$ cat config.mk
export PLATFORM = sky130hd
export DESIGN_NAME = rx_status_fifo
export DESIGN_NICKNAME = d
export VERILOG_FILES = /design/src/rtl/rxq_pkg.sv /design/src/rtl/rxq_storage.sv /design/src/rtl/rxq_status.sv /design/src/rtl/rxq_ready.sv /design/src/rtl/rx_status_fifo.sv
export SDC_FILE = /design/constraint.sdc
export NUM_CORES = 1
export LEC_CHECK = 0
export ABC_AREA = 0
export ABC_CLOCK_PERIOD_IN_PS = 10000
export CORE_UTILIZATION = 40
export CTS_CLUSTER_DIAMETER = 100
export DETAILED_ROUTE_END_ITERATION = 6
export GPL_ROUTABILITY_DRIVEN = 0
export GPL_TIMING_DRIVEN = 0
export PLACE_DENSITY_LB_ADDON = 0.25
export REMOVE_ABC_BUFFERS = 1
export SLEW_MARGIN = 0
export SYNTH_ARGS = -nofsm -noshare
export SYNTH_HDL_FRONTEND = slang
export SYNTH_HIERARCHICAL = 1
export SYNTH_SLANG_ARGS = --single-unit
$ cat constraint.sdc
create_clock -name clk -period 10 [get_ports clk]
set_clock_uncertainty 0.15 [all_clocks]
set_input_delay 2.5 -clock clk [delete_from_list [all_inputs] [get_ports clk]]
set_output_delay 2.5 -clock clk [all_outputs]
set_load 0.01 [all_outputs]
$ cat src/rtl/rxq_pkg.sv
package rxq_pkg;

    localparam int BYTE_W = 8;

    typedef struct packed {
        logic brk;
        logic frm;
        logic par;
    } rx_flags_t;

    typedef struct packed {
        rx_flags_t          flags;
        logic [BYTE_W-1:0]  data;
    } rx_entry_t;

    // Keep only the low (5 + len_code) data bits.
    function automatic logic [BYTE_W-1:0] mask_data(input logic [BYTE_W-1:0] d,
                                                    input logic [1:0] len_code);
        logic [BYTE_W-1:0] m;
        m = {BYTE_W{1'b1}} >> (2'd3 - len_code);
        return d & m;
    endfunction

    // Threshold in entries: 1, quarter, half or full depth.
    function automatic int unsigned level_for_code(input logic [1:0] code,
                                                   input int unsigned depth);
        case (code)
            2'd0:    return 1;
            2'd1:    return depth / 4;
            2'd2:    return depth / 2;
            default: return depth;
        endcase
    endfunction

endpackage

$ cat src/rtl/rxq_storage.sv
module rxq_storage
    import rxq_pkg::*;
#(
    parameter int unsigned DEPTH = 16,
    localparam int unsigned PTR_W = $clog2(DEPTH),
    localparam int unsigned CNT_W = $clog2(DEPTH + 1)
) (
    input  logic             clk,
    input  logic             rst,
    input  logic             push_req,
    input  rx_entry_t        push_entry,
    input  logic             pop_req,
    output rx_entry_t        head_entry,
    output logic [CNT_W-1:0] fill,
    output logic             push_ok,
    output logic             push_drop
);

    rx_entry_t        mem [DEPTH];
    rx_entry_t        last_pop;
    logic [PTR_W-1:0] wr_ptr, rd_ptr;
    logic             pop_ok;
    logic             is_full, is_empty;

    assign is_full   = (fill == CNT_W'(DEPTH));
    assign is_empty  = (fill == '0);
    assign push_ok   = push_req && !is_full;
    assign push_drop = push_req && is_full;
    assign pop_ok    = pop_req && !is_empty;

    function automatic logic [PTR_W-1:0] ptr_next(input logic [PTR_W-1:0] p);
        return (p == PTR_W'(DEPTH - 1)) ? '0 : p + 1'b1;
    endfunction

    always_ff @(posedge clk) begin
        if (push_ok) mem[wr_ptr] <= push_entry;
    end

    always_ff @(posedge clk) begin
        if (rst) begin
            wr_ptr   <= '0;
            rd_ptr   <= '0;
            fill     <= '0;
            last_pop <= '0;
        end else begin
            if (push_ok) wr_ptr <= ptr_next(wr_ptr);
            if (pop_ok) begin
                rd_ptr   <= ptr_next(rd_ptr);
                last_pop <= mem[rd_ptr];
            end
            case ({push_ok, pop_ok})
                2'b10:   fill <= fill + 1'b1;
                2'b01:   fill <= fill - 1'b1;
                default: fill <= fill;
            endcase
        end
    end

    assign head_entry = is_empty ? last_pop : mem[rd_ptr];

    // level never passes the depth
    assert_no_overflow_R3: assert property (@(posedge clk) disable iff (rst)
        fill <= CNT_W'(DEPTH));

    // a dropped write without a pop leaves the level alone
    assert_drop_keeps_fill_R3: assert property (@(posedge clk) disable iff (rst)
        (push_drop && !pop_req) |=> (fill == $past(fill)));

    // empty pop with no push moves nothing
    assert_empty_pop_inert_R4: assert property (@(posedge clk) disable iff (rst)
        (is_empty && pop_req && !push_req) |=>
            (rd_ptr == $past(rd_ptr) && head_entry == $past(head_entry)));

    // simultaneous accepted push and pop keep the level
    assert_push_pop_level_R10: assert property (@(posedge clk) disable iff (rst)
        (push_ok && pop_ok) |=> (fill == $past(fill)));

endmodule

$ cat src/rtl/rxq_status.sv
module rxq_status
    import rxq_pkg::*;
(
    input  logic      clk,
    input  logic      rst,
    input  logic      block_mode,
    input  logic      err_clear,
    input  logic      push_ok,
    input  logic      push_drop,
    input  rx_flags_t push_flags,
    input  rx_flags_t head_flags,
    output rx_flags_t status_view,
    output logic      overrun
);

    rx_flags_t acc;
    rx_flags_t acc_base;
    rx_flags_t acc_add;

    always_comb begin
        acc_base = err_clear ? rx_flags_t'('0) : acc;
        acc_add  = push_ok ? push_flags : rx_flags_t'('0);
    end

    always_ff @(posedge clk) begin
        if (rst) begin
            acc     <= '0;
            overrun <= 1'b0;
        end else begin
            acc <= acc_base | acc_add;
            if (push_drop)      overrun <= 1'b1;
            else if (err_clear) overrun <= 1'b0;
        end
    end

    assign status_view = block_mode ? acc : head_flags;

    // overrun stays set until cleared
    assert_overrun_sticky_R3: assert property (@(posedge clk) disable iff (rst)
        (overrun && !err_clear) |=> overrun);

    // accumulated flags never drop without a clear
    assert_acc_monotonic_R6: assert property (@(posedge clk) disable iff (rst)
        !err_clear |=> ((acc & $past(acc)) == $past(acc)));

endmodule

$ cat src/rtl/rxq_ready.sv
module rxq_ready
    import rxq_pkg::*;
#(
    parameter int unsigned DEPTH = 16,
    localparam int unsigned CNT_W = $clog2(DEPTH + 1)
) (
    input  logic             clk,
    input  logic             rst,
    input  logic [1:0]       thresh_code,
    input  logic [CNT_W-1:0] fill,
    output logic             rx_ready
);

    logic [CNT_W-1:0] level;

    assign level    = CNT_W'(level_for_code(thresh_code, DEPTH));
    assign rx_ready = (fill >= level);

    // an empty buffer never requests service
    assert_empty_not_ready_R8: assert property (@(posedge clk) disable iff (rst)
        (fill == '0) |-> !rx_ready);

endmodule

$ cat src/rtl/rx_status_fifo.sv
module rx_status_fifo
    import rxq_pkg::*;
#(
    parameter int unsigned DEPTH = 16,
    localparam int unsigned CNT_W = $clog2(DEPTH + 1)
) (
    input  logic        clk,
    input  logic        rst,
    input  logic [1:0]  char_len,
    input  logic        wr_en,
    input  logic [7:0]  wr_data,
    input  logic        wr_break,
    input  logic        wr_frame,
    input  logic        wr_parity,
    input  logic        rd_en,
    input  logic        block_mode,
    input  logic        err_clear,
    input  logic [1:0]  thresh_code,
    output logic [7:0]  rd_data,
    output logic [2:0]  rx_status,
    output logic        rx_ready,
    output logic        overrun
);

    rx_entry_t        in_entry;
    rx_entry_t        head;
    rx_flags_t        view;
    logic [CNT_W-1:0] fill;
    logic             push_ok, push_drop;

    always_comb begin
        in_entry.flags.brk = wr_break;
        in_entry.flags.frm = wr_frame;
        in_entry.flags.par = wr_parity;
        in_entry.data      = mask_data(wr_data, char_len);
    end

    rxq_storage #(.DEPTH(DEPTH)) u_store (
        .clk        (clk),
        .rst        (rst),
        .push_req   (wr_en),
        .push_entry (in_entry),
        .pop_req    (rd_en),
        .head_entry (head),
        .fill       (fill),
        .push_ok    (push_ok),
        .push_drop  (push_drop)
    );

    rxq_status u_stat (
        .clk         (clk),
        .rst         (rst),
        .block_mode  (block_mode),
        .err_clear   (err_clear),
        .push_ok     (push_ok),
        .push_drop   (push_drop),
        .push_flags  (in_entry.flags),
        .head_flags  (head.flags),
        .status_view (view),
        .overrun     (overrun)
    );

    rxq_ready #(.DEPTH(DEPTH)) u_rdy (
        .clk         (clk),
        .rst         (rst),
        .thresh_code (thresh_code),
        .fill        (fill),
        .rx_ready    (rx_ready)
    );

    assign rd_data   = head.data;
    assign rx_status = view;

    // a dropped write always leaves overrun set on the next cycle
    assert_drop_flags_overrun_R3: assert property (@(posedge clk) disable iff (rst)
        (wr_en && !push_ok) |=> overrun);

endmodule

# After elaboration in Yosys (flattened, before gate mapping)
# Memories as Yosys holds them, arrays and structs flattened. A register that Yosys moved wholly into a read port is not among the register bits.
# Index checks and enable logic that the tools add are counted.
[word_totals]
ram_bits = 176
output_inout_bits = 13
register_bits = 28
n_memories = 1
inputBits = 21
[op_classes]
n_shift = 1
n_bitwise = 2
add_sub_neg = 5
n_mux = 14
eq_ne = 7
n_lt_le_gt_ge = 1
reduce_logical = 9
[memory_table]
columns = ["memory", "depth", "width", "rd", "rd_ports_with_merged_regs", "wr", "line", "rtl"]
rows = [
  ["u_store.mem", 16, 11, 1, 1, 1, "rxq_storage.sv:19", "rx_entry_t mem [DEPTH];"],
]
[op_table]
columns = ["operator", "n"]
rows = [
  ["4-bit 2-to-1 mux", 4],
  ["5-bit case mux with 3 select lines", 1],
  ["11-bit 2-to-1 mux", 1],
  ["5-bit case mux with 2 select lines", 1],
  ["3-bit 2-to-1 mux", 3],
  ["4-bit by 1-bit adder with 4-bit output (second input constant)", 2],
  ["8-bit bitwise AND", 1],
  ["4-bit equality test (second input constant)", 2],
  ["8-bit by 2-bit right shift with 8-bit output (first input constant)", 1],
  ["5-bit by 1-bit adder with 5-bit output (second input constant)", 1],
  ["5-bit equality test (second input constant)", 1],
  ["5-bit greater-or-equal comparator", 1],
  ["5-bit logical NOT", 1],
  ["5-bit by 1-bit subtractor with 5-bit output (second input constant)", 1],
  ["2-bit by 1-bit equality test with 1-bit output (second input constant)", 2],
  ["2-bit equality test (second input constant)", 2],
  ["1-bit 2-to-1 mux", 4],
  ["2-bit nonzero test", 2],
  ["1-bit logical AND", 3],
  ["3-bit OR", 1],
  ["1-bit logical NOT", 2],
  ["2-bit logical NOT", 1],
  ["2-bit subtractor (first input constant)", 1],
]

# Logic depth before layout (Yosys ltp)
# Gate-level depths: netlist of run 1.
[logic_depth]
depth_word = 5
ltp_mapped = 13
depth_no_buf = 11

# Hierarchy
# The synthesis of run 1 kept the hierarchy.
[by_module_without_submodules]
columns = ["module", "cells_per_inst", "seq_area_each_um2", "area_each_um2", "n_inst"]
rows = [
  ["rxq_storage", 463, 5845.6, 8079.0, 1],
  ["rxq_status", 19, 80.1, 173.9, 1],
  ["rxq_ready", 13, 0.0, 108.9, 1],
  ["rx_status_fifo", 3, 0.0, 21.3, 1],
]

# Worst setup path after synthesis of run 1
# OpenSTA, ideal clock, no wires.
[synth_path]
path_type = "in2out"
start = "input thresh_code[1]"
end = "output rx_ready"
path_stages = 5
n_path_buf = 0
slack_ps = 3984
arrival_ps = 3366
path_cell_list = "nor2_1 > ha_1 > nor4b_2 > o21bai_1 > a21o_1"
[synth_between]
elab_chain_len = 3
elab_cells_between_ends = 5
cone_classes = "order compare (1); eq/ne (2); mux (1); reduce/logical (1)"
[synth_rtl]
columns = ["element", "line", "rtl"]
rows = [
  ["start: declaration", "rx_status_fifo.sv:18", "input logic [1:0] thresh_code,"],
  ["2-bit equality test (tied with other cells)", "rxq_pkg.sv:27", "case (code)"],
  ["5-bit case mux with 3 select lines (*)", "rxq_pkg.sv:27", ""],
  ["5-bit greater-or-equal comparator (*)", "rxq_ready.sv:17", "assign rx_ready = (fill >= level);"],
  ["end: declaration", "rx_status_fifo.sv:21", "output logic rx_ready,"],
]
# Mark *: on every way between the ends. The rest lies on a longest branch, timed or not.

# Worst setup path in the final report of run 1
# Same ends and word-level chain as after synthesis.

==> run_results.csv, run 1 <==
group,metric,value,unit
die,die_x,146.8,um
setup_path,cp_max_fo,4,
die,die_area,21540,um2
timing,final_hold_viol_count,0,
timing,period_share,0.7041,
route,ant_nets,0,
timing,tightest_slew,1.400,ns
route,drt_pre_antenna_iters,4,
pwr,vdd_ir_drop_max,0.1108,mV
hold_path,hold_class,"flip-flop to flip-flop",
pwr,p_switching,687.2,uW
clocking,cts_buffers,22,
die,start_util,0.4116,
route,routed_via_density,5.446,
synth,synth-seq-area-share,0.7069,
grt,grt_max_degree,33,
setup_path,max_stage_delay,0.52,ns
timing,timing.hold.ws,0.3083,ns
route,finalWirelength,17410,um
pwr,leakagePower,3.140,nW
grt,grt_pass1_wl,26810,um
placed_design,numPortBuffers,33,
grt,grt_pass1_vias,4632,
layout,fin_nets,570,
hold_path,hp-start,"u_store/last_pop[2]",
clocking,clk_pin_slew_worst_paths,0.06,ns
clocking,cts_tree,"yes",
run_status,status,"completed",
route,vias,4477,
synth,synth_area,8383,um2
die,core,20360,um2
pwr,p_per_area,250.1,nW/um2
clocking,cts.sinks,208,
run,maxCapViolations,0,
setup_path,reg2reg_to,"u_store/fill[2]",
die,die_h,146.8,um
timing,fmax,142.0,MHz
layout,layout_commonest_cell,"edfxtp_1",
layout,multiInputGateArea,2331,um2
clocking,h-tree-depth,1,
setup_path,worst_setup_path_end_kind,"primary output",
setup_path,cp-start-kind,"input port",
layout,syn_to_final_growth,16.12,%
layout,seqCellArea,5931,um2
route,drc,0,
pwr,clkPwrFrac,0.296,
clocking,clkLatencyLatePin,0.51,ns
synth,synthArstFlopShare,0,
layout,final_cell_mix,"edfxtp_1 (176), nand2_1 (48), mux4_2 (44)",
clocking,cts_buffer_depth,3,
clocking,root_buffer,"clkbuf_16",
timing,fin_tns_setup,0,ns
setup_path,crit_required,7.35,ns
synth,postSynthCellCount,498,
setup_path,cp_common_cell,"clkdlybuf4s50_1",
setup_path,ff2ff_setup_slack,5.97,ns
clocking,cts_hold_buf,0,
setup_path,crit_path_end,"rx_ready",
layout,num_antenna_cells,0,
synth,synth-edff-count,176,
synth,syn_area_per_cell,16.83,um2
layout,fill_cells,1713,
die,row_count,52,
grt,gr-total-overflow,0,
route,drtIter0Drc,390,
setup_path,crit_arrival,4.39,ns
layout,drive_gt1_frac,0.1884,
die,ioPinCount,34,
synth,synth_ff_type,"edfxtp_1",
setup_path,critPathLaunch,"thresh_code[1]",
clocking,post_cts_resized,0,
pwr,pwr-share-seq,0.434,
setup_path,worstReg2RegStart,"u_store/fill[1]",
route,wl_per_cell,21.18,um
setup_path,critPathKind,"input port to primary output",
timing,setup_viol_count_final,0,
setup_path,cpMaxStageDelayCell,"clkdlybuf4s50_1",
timing,maxSlewViolCount,0,
clocking,post-cts-setup-buffers,0,
grt,grt_use_total,0.1674,
timing,period_needed,7.041,ns
timing,relSlewSlack,0.06309,
synth,synth_seq_cells,208,
setup_path,path_cells,"clkdlybuf4s50_1, nor2_1, ha_1, nor4b_2, o21bai_1, a21o_1, clkdlybuf4s50_1",
timing,grt_setup_unrepaired,"false",
placed_design,dpl.hpwl,10820,um
grt,antenna_found_initial,0,
pwr,combPwrFrac,0.269,
synth,ys_warn_count,6,
setup_path,worst_r2r_path_depth,11,
pwr,swShare,0.2822,
pwr,intPower,1.747,mW
synth,synth.distinct_cells,48,
## cell usage after synthesis (3+ instances only)
cell type,instances,share of area
a21oi_1,24,0.014
buf_2,6,0.0036
o21a_1,3,0.0027
ha_1,11,0.016
dfxtp_1,32,0.076
xor2_1,4,0.0042
nand2_1,48,0.021
a22oi_1,22,0.020
mux2_2,11,0.015
nor3_1,7,0.0042
mux4_2,44,0.12
nand2b_1,8,0.0060
buf_1,4,0.0018
nor2b_1,3,0.0022
clkbuf_1,16,0.0072
mux2_1,4,0.0054
inv_1,7,0.0031
edfxtp_1,176,0.63
nor2_1,32,0.014
and3_1,3,0.0022
## metal layers
| metal | track usage | share of wire | vias to the layer above |
|---|---|---|---|
| li1 | - | - | 2032 |
| met5 | 0 | 0 | - |
| met4 | 0.06615 | 0.020 | 0 |
| met3 | 0.03540 | 0.074 | 30 |
| met1 | 0.2194 | 0.42 | 2268 |
| met2 | 0.2732 | 0.49 | 147 |
## cells by family after synthesis
kind of cell / count (synthesis) / synth area share
flip-flops: 208 / 0.7069
AND/OR/NAND/NOR: 114 / 0.06239
buffers and inverters: 35 / 0.01746
multiplexers: 61 / 0.1407
XOR/XNOR: 5 / 0.005224
AO/OA/AOI/OAI: 64 / 0.05090
adder cells (fa/ha/maj): 11 / 0.01642
## power groups by stage
stage | Clock (mW) | Combinational, mW | Sequential (mW)
3_5_place_dp | 0 | 0.661 | 1.08
2_1_floorplan | 0 | 0.412 | 1.08
6_report | 0.722 | 0.656 | 1.06
3_3_place_gp | 0 | 0.608 | 1.11
5_1_grt | 0.774 | 0.715 | 1.07
4_1_cts | 0.739 | 0.664 | 1.06
## worst min-delay path by stage
stage	endpoint	slack, ns	depth (start not counted)
final	u_store/last_pop[2]	0.31	2
after global placement	u_store/last_pop[6]	0.29	2
after global routing	u_store/last_pop[3]	0.32	2
after detailed placement	u_store/last_pop[8]	0.30	2
after CTS	u_store/last_pop[8]	0.31	2
after floorplan	u_store/last_pop[0]	0.28	2
## cell type report
type,instances,area share
Sequential cell,208,0.6093
Tap cell,270,0.03470
Inverter,8,0.003085
Clock inverter,12,0.007326
Clock buffer,26,0.05810
Multi-Input combinational cell,255,0.2395
Timing Repair Buffer,43,0.04807
## sequential cells by signal (all words and copies together), names as in the netlist, named ones only
name	flops
u_store/fill	5
u_stat/overrun	1
u_store/wr_ptr	4
u_store/mem	176
u_stat/acc	3
u_store/rd_ptr	4
u_store/last_pop	11
## critical path, delay by kind of cell
| kind | cells | cell delay, ns |
|---|---|---|
| AND/OR/NAND/NOR | 2 | 0.34 |
| adder cells (fa/ha/maj) | 1 | 0.28 |
| AO/OA/AOI/OAI | 2 | 0.28 |
| buffers and inverters | 2 | 0.99 |
## through the flow
stage	power, mW	cells	cell area (um2)	utilization	setup slack, ns
global route	2.556	822	9734	0.4780	2.859
floorplan	1.494	471	8267	-	3.949
detailed placement	1.738	782	9075	0.4456	2.939
CTS	2.462	820	9712	0.4769	2.943
finish	2.435	822	9734	0.4780	2.959
global placement	1.717	774	8935	0.4387	2.439
Note: power is estimated with default switching activity, not from simulation.
==> inputs of run 2 (changes only) <==
ABC_CLOCK_PERIOD_IN_PS = 7110   (was 10000)
clock period = 7.11 ns   (was 10 ns; I/O delays follow)
==> results of run 2 <==
Same layout as run 1 (identical final DEF). Status: completed.
Main changes from that run: setup slack after placement 2.939 ns -> 1.494 ns; setup slack after layout 2.959 ns -> 1.514 ns; register-to-register setup slack 5.97 ns -> 3.08 ns; total power 2.435 mW -> 3.424 mW; worst IR drop on VDD 0.1108 mV -> 0.1559 mV
